--- config.mk ---
export PLATFORM = sky130hd
export DESIGN_NAME = dmconv_engine
export DESIGN_NICKNAME = d
export VERILOG_FILES = /design/src/rtl/dmconv_pkg.sv /design/src/rtl/dmconv_dot_lane.sv /design/src/rtl/dmconv_seq.sv /design/src/rtl/dmconv_accum.sv /design/src/rtl/dmconv_engine.sv
export SDC_FILE = /design/constraint.sdc
export NUM_CORES = 2
export LEC_CHECK = 0
export ABC_AREA = 1
export ABC_CLOCK_PERIOD_IN_PS = 13610
export BUFFER_PORTS_ARGS = -buffer_cell sky130_fd_sc_hd__buf_2
export CORE_ASPECT_RATIO = 0.8
export CORE_MARGIN = 1
export CORE_UTILIZATION = 35
export CTS_CLUSTER_SIZE = 28
export DETAILED_ROUTE_END_ITERATION = 12
export GPL_ROUTABILITY_DRIVEN = 1
export SLEW_MARGIN = 20
export SYNTH_ARGS = -nofsm -noshare
export SYNTH_HDL_FRONTEND = slang
export SYNTH_HIERARCHICAL = 1
export SYNTH_SLANG_ARGS = --single-unit
export TNS_END_PERCENT = 50
--- constraint.sdc ---
create_clock -name clk -period 13.61 [get_ports clk]
set_clock_uncertainty 0.15 [all_clocks]
set_input_delay 2.0415 -clock clk [delete_from_list [all_inputs] [get_ports clk]]
set_output_delay 2.0415 -clock clk [all_outputs]
set_load 0.02 [all_outputs]
--- src/rtl/dmconv_pkg.sv ---
`timescale 1ns/1ps
package dmconv_pkg;

  typedef enum logic {
    CONV_STD = 1'b0,
    CONV_DW  = 1'b1
  } conv_mode_e;

  // Output edge of one tile for a given input tile edge, kernel and stride.
  function automatic int out_span(input int tile_in, input int ksz, input bit half);
    return half ? ((tile_in - ksz) / 2) + 1 : (tile_in - ksz) + 1;
  endfunction

  // Largest number of beats that can make up one output pixel.
  function automatic int max_beats(input int ksz, input int ctw);
    return ksz * ksz * ((1 << ctw) - 1);
  endfunction

endpackage

--- src/rtl/dmconv_dot_lane.sv ---
`timescale 1ns/1ps
module dmconv_dot_lane
  import dmconv_pkg::*;
#(
  parameter int TN   = 4,
  parameter int TM   = 4,
  parameter int DW   = 8,
  parameter int PW   = 18,
  parameter int LANE = 0
) (
  input  logic [TN*DW-1:0]      pix,
  input  logic [TN*TM*DW-1:0]   wgt,
  input  conv_mode_e            mode,
  output logic signed [PW-1:0]  psum
);

  localparam int PRW = 2 * DW;

  function automatic logic signed [PRW-1:0] mul8(input logic [DW-1:0] a, input logic [DW-1:0] b);
    return $signed(a) * $signed(b);
  endfunction

  logic signed [PRW-1:0] prod [TN];

  for (genvar n = 0; n < TN; n++) begin : g_chan
    // Depthwise: only the channel matching this kernel contributes (zero fill).
    logic keep;
    assign keep    = (mode == CONV_STD) || (n == LANE);
    assign prod[n] = keep ? mul8(pix[n*DW +: DW], wgt[(n*TM+LANE)*DW +: DW]) : '0;
  end

  always_comb begin
    psum = '0;
    for (int n = 0; n < TN; n++) begin
      psum = psum + {{(PW-PRW){prod[n][PRW-1]}}, prod[n]};
    end
  end

endmodule

--- src/rtl/dmconv_seq.sv ---
`timescale 1ns/1ps
module dmconv_seq
  import dmconv_pkg::*;
#(
  parameter int KS      = 3,
  parameter int IN_TILE = 6,
  parameter int CTW     = 4,
  parameter int BCW     = 8,
  parameter int PCW     = 5
) (
  input  logic            clk,
  input  logic            rst_n,
  input  logic            accept,
  input  logic            in_mode,
  input  logic            in_stride2,
  input  logic [CTW-1:0]  in_ctiles,
  output conv_mode_e      eff_mode,
  output logic            pix_first,
  output logic            pix_last,
  output logic            tile_last
);

  localparam int OD1 = out_span(IN_TILE, KS, 1'b0);
  localparam int OD2 = out_span(IN_TILE, KS, 1'b1);

  logic [BCW-1:0] beat_cnt;
  logic [PCW-1:0] pix_cnt;
  conv_mode_e     mode_q;
  logic           s2_q;
  logic [CTW-1:0] nct_q;

  logic           tile_start;
  logic           eff_s2;
  logic [CTW-1:0] eff_nct;
  logic [CTW-1:0] nct_nz;
  logic [BCW-1:0] bpp;
  logic [PCW-1:0] npix;

  assign tile_start = (beat_cnt == '0) && (pix_cnt == '0);
  assign eff_mode   = tile_start ? conv_mode_e'(in_mode) : mode_q;
  assign eff_s2     = tile_start ? in_stride2 : s2_q;
  assign eff_nct    = tile_start ? in_ctiles  : nct_q;
  assign nct_nz     = (eff_nct == '0) ? CTW'(1) : eff_nct;

  always_comb begin
    bpp  = BCW'(KS * KS) * BCW'(nct_nz);
    npix = eff_s2 ? PCW'(OD2 * OD2) : PCW'(OD1 * OD1);
  end

  assign pix_first = (beat_cnt == '0);
  assign pix_last  = (beat_cnt == bpp - BCW'(1));
  assign tile_last = pix_last && (pix_cnt == npix - PCW'(1));

  always_ff @(posedge clk) begin
    if (!rst_n) begin
      beat_cnt <= '0;
      pix_cnt  <= '0;
      mode_q   <= CONV_STD;
      s2_q     <= 1'b0;
      nct_q    <= CTW'(1);
    end else if (accept) begin
      if (tile_start) begin
        mode_q <= conv_mode_e'(in_mode);
        s2_q   <= in_stride2;
        nct_q  <= in_ctiles;
      end
      if (pix_last) begin
        beat_cnt <= '0;
        pix_cnt  <= tile_last ? '0 : pix_cnt + PCW'(1);
      end else begin
        beat_cnt <= beat_cnt + BCW'(1);
      end
    end
  end

  // the beat counter never passes the window length in force
  a_r4_beat_range: assert property (@(posedge clk) disable iff (!rst_n)
    beat_cnt < bpp);

  // the final pixel of a tile returns both counters to the tile start
  a_r5_tile_wrap: assert property (@(posedge clk) disable iff (!rst_n)
    accept && tile_last |=> (beat_cnt == '0) && (pix_cnt == '0));

  // beats after the first of a tile leave the sampled settings alone
  a_r6_settings_held: assert property (@(posedge clk) disable iff (!rst_n)
    accept && !tile_start |=> $stable(mode_q) && $stable(s2_q) && $stable(nct_q));

endmodule

--- src/rtl/dmconv_accum.sv ---
`timescale 1ns/1ps
module dmconv_accum #(
  parameter int TM = 4,
  parameter int PW = 18,
  parameter int AW = 24
) (
  input  logic              clk,
  input  logic              rst_n,
  input  logic              s_valid,
  input  logic              s_first,
  input  logic              s_plast,
  input  logic              s_tlast,
  input  logic [TM*PW-1:0]  s_psum,
  input  logic              out_ready,
  output logic              out_valid,
  output logic [TM*AW-1:0]  out_data,
  output logic              out_tlast,
  output logic              load_out
);

  localparam logic signed [AW-1:0] ACC_MAX = {1'b0, {(AW-1){1'b1}}};
  localparam logic signed [AW-1:0] ACC_MIN = {1'b1, {(AW-1){1'b0}}};

  function automatic logic signed [AW-1:0] sat_add(input logic signed [AW-1:0] a,
                                                   input logic signed [AW-1:0] b);
    logic signed [AW:0] s;
    s = {a[AW-1], a} + {b[AW-1], b};
    if (s[AW] != s[AW-1]) return s[AW] ? ACC_MIN : ACC_MAX;
    return s[AW-1:0];
  endfunction

  function automatic logic signed [AW-1:0] widen(input logic [PW-1:0] p);
    return {{(AW-PW){p[PW-1]}}, p};
  endfunction

  assign load_out = s_valid && s_plast;

  for (genvar m = 0; m < TM; m++) begin : g_lane
    logic signed [AW-1:0] acc;
    logic signed [AW-1:0] nxt;
    logic signed [AW-1:0] inc;

    assign inc = widen(s_psum[m*PW +: PW]);
    assign nxt = s_first ? inc : sat_add(acc, inc);

    always_ff @(posedge clk) begin
      if (!rst_n) begin
        acc                  <= '0;
        out_data[m*AW +: AW] <= '0;
      end else begin
        if (s_valid)  acc                  <= nxt;
        if (load_out) out_data[m*AW +: AW] <= nxt;
      end
    end

    // an accumulator pinned at the top stays there under non-negative input
    a_r3_pin_max: assert property (@(posedge clk) disable iff (!rst_n)
      s_valid && !s_first && (acc == ACC_MAX) && !inc[AW-1] |=> acc == ACC_MAX);

    // an accumulator pinned at the bottom stays there under negative input
    a_r3_pin_min: assert property (@(posedge clk) disable iff (!rst_n)
      s_valid && !s_first && (acc == ACC_MIN) && inc[AW-1] |=> acc == ACC_MIN);
  end

  always_ff @(posedge clk) begin
    if (!rst_n) begin
      out_valid <= 1'b0;
      out_tlast <= 1'b0;
    end else if (load_out) begin
      out_valid <= 1'b1;
      out_tlast <= s_tlast;
    end else if (out_ready) begin
      out_valid <= 1'b0;
    end
  end

  // a pending output is held with stable contents
  a_r7_hold: assert property (@(posedge clk) disable iff (!rst_n)
    out_valid && !out_ready |=> out_valid && $stable(out_data) && $stable(out_tlast));

  // no new result may land on a pending output
  a_r7_no_overrun: assert property (@(posedge clk) disable iff (!rst_n)
    out_valid && !out_ready |-> !load_out);

endmodule

--- src/rtl/dmconv_engine.sv ---
`timescale 1ns/1ps
module dmconv_engine
  import dmconv_pkg::*;
#(
  parameter int TN      = 4,
  parameter int TM      = 4,
  parameter int DW      = 8,
  parameter int AW      = 24,
  parameter int KS      = 3,
  parameter int IN_TILE = 6,
  parameter int CTW     = 4
) (
  input  logic                  clk,
  input  logic                  rst_n,
  input  logic                  in_valid,
  output logic                  in_ready,
  input  logic [TN*DW-1:0]      in_pix,
  input  logic [TN*TM*DW-1:0]   in_wgt,
  input  logic                  in_mode,
  input  logic                  in_stride2,
  input  logic [CTW-1:0]        in_ctiles,
  output logic                  out_valid,
  input  logic                  out_ready,
  output logic [TM*AW-1:0]      out_data,
  output logic                  out_tile_last
);

  localparam int PW  = 2 * DW + $clog2(TN);
  localparam int OD1 = out_span(IN_TILE, KS, 1'b0);
  localparam int BCW = $clog2(max_beats(KS, CTW) + 1);
  localparam int PCW = $clog2(OD1 * OD1 + 1);

  logic             accept;
  conv_mode_e       eff_mode;
  logic             pix_first;
  logic             pix_last;
  logic             tile_last;
  logic             load_out;
  logic [TM*PW-1:0] psum_vec;

  logic             s1_v;
  logic             s1_first;
  logic             s1_plast;
  logic             s1_tlast;
  logic [TM*PW-1:0] s1_psum;

  assign in_ready = !(out_valid && !out_ready);
  assign accept   = in_valid && in_ready;

  dmconv_seq #(
    .KS(KS), .IN_TILE(IN_TILE), .CTW(CTW), .BCW(BCW), .PCW(PCW)
  ) u_seq (
    .clk       (clk),
    .rst_n     (rst_n),
    .accept    (accept),
    .in_mode   (in_mode),
    .in_stride2(in_stride2),
    .in_ctiles (in_ctiles),
    .eff_mode  (eff_mode),
    .pix_first (pix_first),
    .pix_last  (pix_last),
    .tile_last (tile_last)
  );

  for (genvar m = 0; m < TM; m++) begin : g_kern
    dmconv_dot_lane #(
      .TN(TN), .TM(TM), .DW(DW), .PW(PW), .LANE(m)
    ) u_lane (
      .pix (in_pix),
      .wgt (in_wgt),
      .mode(eff_mode),
      .psum(psum_vec[m*PW +: PW])
    );
  end

  // Stage 1: registered channel reductions with their beat position
  always_ff @(posedge clk) begin
    if (!rst_n) begin
      s1_v     <= 1'b0;
      s1_first <= 1'b0;
      s1_plast <= 1'b0;
      s1_tlast <= 1'b0;
      s1_psum  <= '0;
    end else begin
      s1_v <= accept;
      if (accept) begin
        s1_first <= pix_first;
        s1_plast <= pix_last;
        s1_tlast <= tile_last;
        s1_psum  <= psum_vec;
      end
    end
  end

  dmconv_accum #(
    .TM(TM), .PW(PW), .AW(AW)
  ) u_acc (
    .clk      (clk),
    .rst_n    (rst_n),
    .s_valid  (s1_v),
    .s_first  (s1_first),
    .s_plast  (s1_plast),
    .s_tlast  (s1_tlast),
    .s_psum   (s1_psum),
    .out_ready(out_ready),
    .out_valid(out_valid),
    .out_data (out_data),
    .out_tlast(out_tile_last),
    .load_out (load_out)
  );

  // the last beat of a pixel reaches the output two cycles later
  a_r4_emit_latency: assert property (@(posedge clk) disable iff (!rst_n)
    accept && pix_last |-> ##2 out_valid);

  // a tile-final beat is flagged on its output
  a_r5_last_flag: assert property (@(posedge clk) disable iff (!rst_n)
    accept && tile_last |-> ##2 out_tile_last);

  // a beat accepted while the output is free is never refused downstream
  a_r8_no_stall_idle: assert property (@(posedge clk) disable iff (!rst_n)
    !out_valid |-> in_ready);

endmodule

==> results.md <==
- DP Wirelength: 165400 um
- Core Area: approximately 200000 um^2
- Tightest Pin Transition: between 1 and 1.5 ns
- Grt ovf: 0
- EDFF count, synth: 0
- Die Ht: about 410 um
- Cell variety after synth: between 50 and 60
- Clock Path Buffers: 3
- Period Utilization, post-route: 83.09%
- Area of the die: a little over 200000 um^2
- Syn Area/Cell: 6.764 um^2
- Crit-path leading delay family: adder cells
- Worst-skew pair later-pin latency: approximately 0.56 ns
- Antenna violations before repair: between 60 and 70
- Drt via density: about 4.6
- Placed Cells: approximately 13000
- Drt total wl: 196500 um
- Max Used Layer: met5
- Initial Utilization: 35.24%
- DR vias: slightly above 60000
- Worst reg2reg setup slack: around 5.2 ns
- Area growth syn-to-layout: 6.484%
- CTS tree: built
- Post-synth ARST share: 0%
- Most used cell, CP: fa_1
- Leading area contributor after synthesis: fa_1
- Met1 Routed Length: between 90000 and 100000 um
- Final Hold Viols: 0
- Fin nets: ~12000
- DRC marker count from the first detailed-route iteration: 3469
- Crit end category: flop
- Detail Route Antenna Nets: 0
- MaxCap Viol Count: 0
- Via count of the first global-routing pass: ~60000
- Worst setup margin: between 2 and 2.5 ns
- Met2 wire len: 91390 um
- Cells after synthesis: about 11000
- Hold path startpoint: u_seq/nct_q[0]$_SDFFE_PN1P_
- Root Buffer: clkbuf_16
- Pre-antenna DRT Iters: 6
- Worst Hold Depth: 2
- Seq cells post-synth: 289
- Layout cells sized above 1: roughly 6.2%
- CP max stage delay: around 0.79 ns
- CP Launch Type: input port
- # IOs: 269
- Outcome: completed
- Largest family of logic cells by synthesized area: adder cells
- Simple-gate area share of the yosys netlist: 24.78%
- Hold Path Sink: u_seq/nct_q[0]$_SDFFE_PN1P_
- Hold Crit Class: flop to flop
- RSZ-0062 raised after global routing: no
- Clock-pin slew on the worst setup and hold paths: 0.06 ns
- Synth top cells by count: 2696 x nand2_1, 2663 x inv_1, 1000 x fa_1, 693 x ha_1, 682 x nor2_1
- Crit path DAT: approximately 12 ns
- Post-synthesis compound-gate area fraction: 7.686%
- First-pass GRT wire length: between 300000 and 400000 um
- Clock sinks: roughly 290
- Postcts setup bufs: 0
- Post-synthesis mux area share: 0%
- Top FF cell, synth: dfxtp_1
- DRC violations left: 0
- Peak Freq: around 88 MHz
- Reg2reg path depth: 36
- Final Max Tran Viols: 0
- Final Setup Violations: 0
- Sequential share of the synthesized area: under 10%
- Post-DR wirelength/cell: around 15 um
- Worst path slowest cell: fa_1
- Die W: 507.9 um
- Placed cell areas: ~75000 um^2
- Htree depth: 2
- FF-to-FF End: s1_psum[35]$_SDFFE_PN0P_
- Min Tclk post-route: roughly 11 ns
- Num rows: 148
- CTS Hold Buffers Added: 0
- Worst endpoint required time: 13.90 ns
- Setup TNS Final: 0 ns
- Synth Net Count: 12456
- Area share of the largest cell type after synthesis: between 20% and 30%
- Fillers: roughly 22000
- Ys Warns: 6
- Most common cell in the netlist: nand2_1
- Final GP Congestion: 0.9206
- Critical path class: input port to flop
- Largest net degree at the start of global routing: between 100 and 150
- Post-Place Setup Slack: ~1.8 ns
- Syn Std Cell Area: roughly 72000 um^2
- XOR/XNOR Fraction of Synth Area: 2.971%
- # resized after CTS: 0
- Post-synthesis adder-cell area fraction: between 40% and 50%
- Maximum fanout along the worst path: 32
- PortBufs: ~270
- Worst flop-to-flop path startpoint: u_seq/beat_cnt[0]$_SDFFE_PN0P_
- Synth area leaders: fa_1 28%, nand2_1 14%, inv_1 14%
- Design area: around 76000 um^2
- Relative slew slack: 26.07%
- Layout Cells excl Fill: between 10000 and 15000
- Total Routing Usage GR: a little under 20%
- Cts bufs inserted: 36
- Buf/Inv on CP: 10
- WL met3: 9168 um
[registers in the layout, indices dropped and copies added, names as in the netlist, 4 cells and up]
| register | cells |
|---|---|
| u_acc/g_lane.acc | 96 |
| u_seq/pix_cnt | 5 |
| u_seq/beat_cnt | 8 |
| u_seq/nct_q | 4 |
| u_acc/out_data | 96 |
| s1_psum | 72 |
[metrics by stage]
| step | hold WS, ns | util (%) |
|---|---|---|
| after floorplan | 0.2926 | - |
| after global placement | 0.3035 | 36.88 |
| after detailed placement | 0.3110 | 36.88 |
| after CTS | 0.3217 | 37.49 |
| after global routing | 0.3596 | 37.52 |
| final | 0.3175 | 37.52 |
[final cells by class]
class	count	area (um^2)	share of cell area [%]
flip-flops and latches	289	5789	7.588
well taps	2700	3378	4.428
multi-input cells	7222	54100	70.90
repair buffers	309	1658	2.173
diodes	25	62.56	0.08200
clock inverters	16	232.7	0.3050
inverters	2684	10080	13.21
clock buffers	45	996.0	1.305
[worst max-delay path by stage]
stage | depth (start not counted) | from | slack (ns) | to
6_report | 43 | in_pix[7] | 2.30 | s1_psum[34]$_SDFFE_PN0P_
5_1_grt | 43 | in_pix[7] | 1.67 | s1_psum[34]$_SDFFE_PN0P_
4_1_cts | 43 | in_pix[7] | 2.37 | s1_psum[34]$_SDFFE_PN0P_
3_5_place_dp | 43 | in_pix[7] | 1.79 | s1_psum[34]$_SDFFE_PN0P_
3_3_place_gp | 44 | in_pix[15] | 1.89 | s1_psum[14]$_SDFFE_PN0P_
2_1_floorplan | 42 | in_pix[8] | 2.76 | s1_psum[14]$_SDFFE_PN0P_
[worst min-delay path: stages (launching register included)]
cell and delay [ns]:
dfxtp_1 0.32, a21oi_1 0.06, o21ai_0 0.06
[kinds of logic after synthesis]
logic type                 after synthesis
and+or+nand+nor                       4261
buffers and inverters                 3082
adders and majority gates             1693
AOI/OAI and AO/OA                     1025
DFF                                    289
xor gates and xnor gates               243
[routing by layer]
layer  GRT usage [%]  vias up
met3           2.172      217
met2           32.66     1007
met5               0        -
met1           26.42    28456
li1                -    31347
met4           4.161       22
[placed cells by master (no fill, tap or decap), drive strengths merged, types with 45 or more instances in the layout]
master     n
buf      309
clkbuf    45
nand2   2734
xor2     148
a21oi    580
or2      155
nor2     698
o21ai    342
xnor2     95
ha       693
nand4     81
nand3    518
o21bai    52
fa      1000
inv     2686
dfxtp    289
Power is left out: the tool's default activity adds up to more than one toggle a clock period on the data nets, which glitch-free logic cannot reach.
